**src/rtl/clkstall_pkg.sv**
```systemverilog
package clkstall_pkg;

    // Reference cycles in the timeout window: MHz times ns over 1000.
    function automatic int unsigned timeout_cycles(input int unsigned ref_mhz,
                                                   input int unsigned window_ns);
        return (ref_mhz * window_ns) / 1000;
    endfunction

    // Bits needed to hold values 0..n inclusive.
    function automatic int unsigned cnt_width(input int unsigned n);
        return $clog2(n + 1);
    endfunction

endpackage

```
**src/rtl/clkstall_sync.sv**
```systemverilog
module clkstall_sync #(
    parameter int unsigned STAGES = 2
) (
    input  logic clk,
    input  logic srst,
    input  logic mon,
    output logic toggled
);
    // Stage STAGES holds the previous synchronized sample for change detection.
    logic [STAGES:0] pipe;

    always_ff @(posedge clk) begin
        if (srst) begin
            pipe <= '0;
        end else begin
            pipe <= {pipe[STAGES-1:0], mon};
        end
    end

    assign toggled = pipe[STAGES-1] ^ pipe[STAGES];

endmodule

```
**src/rtl/clkstall_timer.sv**
```systemverilog
module clkstall_timer #(
    parameter int unsigned LIMIT = 25000
) (
    input  logic clk,
    input  logic srst,
    input  logic enable,
    input  logic toggled,
    output logic req
);
    localparam int unsigned CW = clkstall_pkg::cnt_width(LIMIT);
    localparam logic [CW-1:0] TOP  = CW'(LIMIT);
    localparam logic [CW-1:0] LAST = CW'(LIMIT - 1);

    logic [CW-1:0] cnt;

    always_ff @(posedge clk) begin
        if (srst || !enable || toggled) begin
            cnt <= '0;
            req <= 1'b0;
        end else if (cnt == LAST) begin
            cnt <= TOP;
            req <= 1'b1;
        end else if (cnt != TOP) begin
            cnt <= cnt + 1'b1;
            req <= 1'b0;
        end else begin
            req <= 1'b0;
        end
    end


    pulse_one_cycle_chk: assert property (@(posedge clk) disable iff (srst)
        req |=> !req);


    no_req_disabled_chk: assert property (@(posedge clk) disable iff (srst)
        !enable |=> !req);


    count_zero_chk: assert property (@(posedge clk) disable iff (srst)
        !enable |=> (cnt == '0));


    req_at_limit_chk: assert property (@(posedge clk) disable iff (srst)
        req |-> (cnt == TOP));


    edge_clears_chk: assert property (@(posedge clk) disable iff (srst)
        (enable && toggled) |=> (cnt == '0 && !req));


    clear_release_chk: assert property (@(posedge clk) disable iff (srst)
        $fell(srst) |-> (cnt == '0 && !req));

endmodule

```
**src/rtl/clkstall_detect.sv**
```systemverilog
module clkstall_detect #(
    parameter int unsigned REF_MHZ     = 250,
    parameter int unsigned TIMEOUT_NS  = 100000,
    parameter int unsigned SYNC_STAGES = 2
) (
    input  logic ref_clk,
    input  logic srst,
    input  logic mon_clk,
    input  logic enable,
    output logic rst_req
);

    localparam int unsigned LIMIT = clkstall_pkg::timeout_cycles(REF_MHZ, TIMEOUT_NS);

    logic toggled;

    clkstall_sync #(.STAGES(SYNC_STAGES)) u_sync (
        .clk     (ref_clk),
        .srst    (srst),
        .mon     (mon_clk),
        .toggled (toggled)
    );

    clkstall_timer #(.LIMIT(LIMIT)) u_timer (
        .clk     (ref_clk),
        .srst    (srst),
        .enable  (enable),
        .toggled (toggled),
        .req     (rst_req)
    );


    quiet_in_clear_chk: assert property (@(posedge ref_clk) disable iff (1'b0)
        srst |=> !rst_req);

endmodule

```
**config.mk**
```make
export PLATFORM = sky130hd
export DESIGN_NAME = clkstall_detect
export DESIGN_NICKNAME = d
export VERILOG_FILES = /design/src/rtl/clkstall_pkg.sv /design/src/rtl/clkstall_sync.sv /design/src/rtl/clkstall_timer.sv /design/src/rtl/clkstall_detect.sv
export SDC_FILE = /design/constraint.sdc
export NUM_CORES = 1
export LEC_CHECK = 0
export BUFFER_PORTS_ARGS = -buffer_cell sky130_fd_sc_hd__buf_2
export CORE_ASPECT_RATIO = 0.8
export CORE_MARGIN = 4
export CORE_UTILIZATION = 40
export CTS_BUF_LIST = sky130_fd_sc_hd__clkbuf_16
export DETAILED_ROUTE_END_ITERATION = 10
export PLACE_DENSITY = 0.62
export SYNTH_ARGS = -nofsm -noshare
export SYNTH_HDL_FRONTEND = slang
export SYNTH_SLANG_ARGS = --single-unit
```
**constraint.sdc**
```tcl
create_clock -name ref_clk -period 2.1 [get_ports ref_clk]
set_input_delay 0.105 -clock ref_clk [delete_from_list [all_inputs] [get_ports ref_clk]]
set_output_delay 0.105 -clock ref_clk [all_outputs]
set_load 0.005 [all_outputs]
```
==> impl_results.md <==
- Critical path buffers and inverters: 0
- Initial Util: 0.442
- Max_cap viols: 0
- Crit Path Class: register to register
- Max H-tree Level: 1
- Post-CTS Resized: 0
- P_leak: 0.361 nW
- Most used DFF post-synth: dfxtp_1
- Clk root buf: clkbuf_16
- Vias per cell: 5.16
- Post-CTS Setup Bufs: 0
- CTS tree: built
- Top delay family on crit path: simple AND/OR/NAND/NOR gates
- Crit path cell chain: ha_1, and2_1, nand4_1, nand2b_1, nor2_1
- Most common cell in the netlist: dfxtp_1
- Die extent in x: 60.3 um
- GR Overflow Total: 0
- Slowest cell on the critical path: dfxtp_1
- Post-synth EDFFs: 0
- Dominant cell type by area after synthesis: dfxtp_1
- # diodes: 0
- IO Port Bufs: 4
- CP peak stage delay: 0.40 ns
- Synth cell count leaders: 19 x dfxtp_1, 15 x nor2_1, 9 x xnor2_1
- Synth async-reset ratio: 0
- Tmin final: 1.48 ns
- Area Overhead vs Synth: 13.6%
- DR iter-0 viols: 22
- Outcome: complete, no violations
- VDD IR max: 0.616 mV
- Slew headroom: 0.743
- Sequential share of the synthesized area: 0.435
- Antenna-violating nets left: 0
- GRT Total Usage: 0.124
- Post-synth top area share: 0.435
- Ports: 5
- Layout fillers: 197
- Layout cells sized above 1: 0.112
- Skew final: 0.00367 ns
- Top cells by area, synth: dfxtp_1 43%, xnor2_1 9.0%, nor2_1 6.4%
- Initial antenna violation count: 0
- Clock tree buffer depth: 2
- # rows: 14
- Synth Instances: 92
- Die height: 49.8 um
- Via Count: 629
- RSZ-0062 raised after global routing: false
- Largest net degree at the start of global routing: 11
- P per Cell Area: 782 nW/um^2
- CP Data Required Time: 2.23 ns
- Placed wire-length estimate after detailed placement: 1160 um
- YS warnings: 0
- Routed len/inst: 13.1 um
- Endpoints failing setup: 0
- Area of the multi-input gates: 473 sq um
- Startpoint types: register
- Syn_nets: 98
- Syn Area/Cell: 9.51 sq um
- Core area: 1980 sq um
- Nets@finish: 105
- Vias in the first global route: 601
- Worst skew pair latency: 0.25 ns
- Nature of the critical path endpoint: register
- Netlist cell types: 25
- Setup TNS: 0 ns
- FF/Latch Area: 380 sq um
- Die area: 3000 sq um
- First-pass DRT Iterations: 4
- Hold Buf Count CTS: 0
- First-pass GRT wire length: 2660 um
- Max Fclk: 0.678 GHz
- Worst-margin pin slew: 0.385 ns
- Hold Crit Class: input port to register
- Tcrit/Tclk final: 0.703
- Worst-path clk slew: 0.05 ns
- Count of pins over their slew limit: 0
- Residual DRC: 0
- CP arrival: 1.61 ns
- Routed wire length: 1600 um
- Mapped cell area: 875 sq um
- Number of failing hold endpoints at the final stage: 0
- Cell Count Post-Placement: 118
- CTS sink cnt: 19
- GPL Wtd Cong: 0.801
- #FFs+latches synth: 19
- Num CTS Buffers: 3
- Worst Path Max Fanout: 8
- Non-Filler Instances: 122
-- layout by cell type (no fill, tap or decap), drive strengths merged --
cell,Yosys,final
a21oi,2,2
and2,1,1
and3,1,1
and3b,1,1
and4,2,2
buf,2,4
clkbuf,0,3
dfxtp,19,19
ha,2,2
inv,3,4
mux2i,1,1
nand2,4,4
nand2b,2,2
nand3,3,3
nand3b,2,2
nand4,7,7
nor2,15,15
nor2b,3,3
nor3,4,4
nor4,3,3
nor4b,1,1
xnor2,9,9
xor2,5,5
-- report_power, final --
group,switching [mW],total (mW),internal (mW)
logic,0.0103,0.0186,0.00830
clock network,0.137,0.390,0.253
registers,0.00327,0.368,0.365
-- registers in the layout, indices dropped and copies added, names as in the netlist --
signal / cells
u_timer.req: 1
u_sync.pipe: 3
u_timer.cnt: 15
-- through the flow --
step	total power [mW]	worst slack [ns]	hold slack, ns	instance area [sq um]	util
after global placement	0.394	0.691	0.307	915	0.462
final	0.777	0.624	0.0452	993	0.502
after floorplan	0.388	0.830	0.177	875	-
after detailed placement	0.395	0.650	0.309	915	0.462
after CTS	0.782	0.645	0.0425	993	0.502
after global routing	0.804	0.509	0.0533	993	0.502
-- cells by family (layout without fill, tap and decap cells) --
group,Yosys count,in the layout,share of synthesized area
muxes,1,1,0.0114
DFF,19,19,0.435
and+or+nand+nor,49,49,0.349
buffers and inverters,5,11,0.0243
xor gates and xnor gates,14,14,0.140
AOI/OAI and AO/OA,2,2,0.0114
adders and majority gates,2,2,0.0286
-- layer usage --
layer / wire, um / vias to the layer above / share of wire / GRT usage
met5: 0 / - / 0 / 0
met3: 66 / 5 / 0.041 / 0.0705
met4: 23 / 0 / 0.014 / 0.0517
met2: 646 / 5 / 0.41 / 0.174
li1: - / 326 / - / -
met1: 859 / 293 / 0.54 / 0.153
-- final cells by class --
type / count / share of cell area
sequential: 19 / 0.383
clock buffer: 3 / 0.0756
tap: 24 / 0.0302
timing repair buffer: 4 / 0.0202
inverter: 3 / 0.0113
multi-input combinational: 68 / 0.476
clock inverter: 1 / 0.00378
-- worst reg2reg max path, cell delays in order (launching register included) --
cell	delay, ns
dfxtp_1	0.40
ha_1	0.23
and2_1	0.20
nand4_1	0.15
nand2b_1	0.28
nor2_1	0.09
-- final timing paths --
| path | from | to | slack [ns] | depth (start not counted) |
|---|---|---|---|---|
| worst max register to register | u_timer.cnt[0] | u_timer.cnt[10] | 0.62 | 5 |
| worst max-delay path | u_timer.cnt[0] | u_timer.cnt[10] | 0.62 | 5 |
| worst min-delay path | srst | u_sync.pipe[0] | 0.05 | 2 |
| worst min register to register | u_sync.pipe[0] | u_sync.pipe[1] | 0.44 | 1 |
Power figures use the tool's default switching activity.
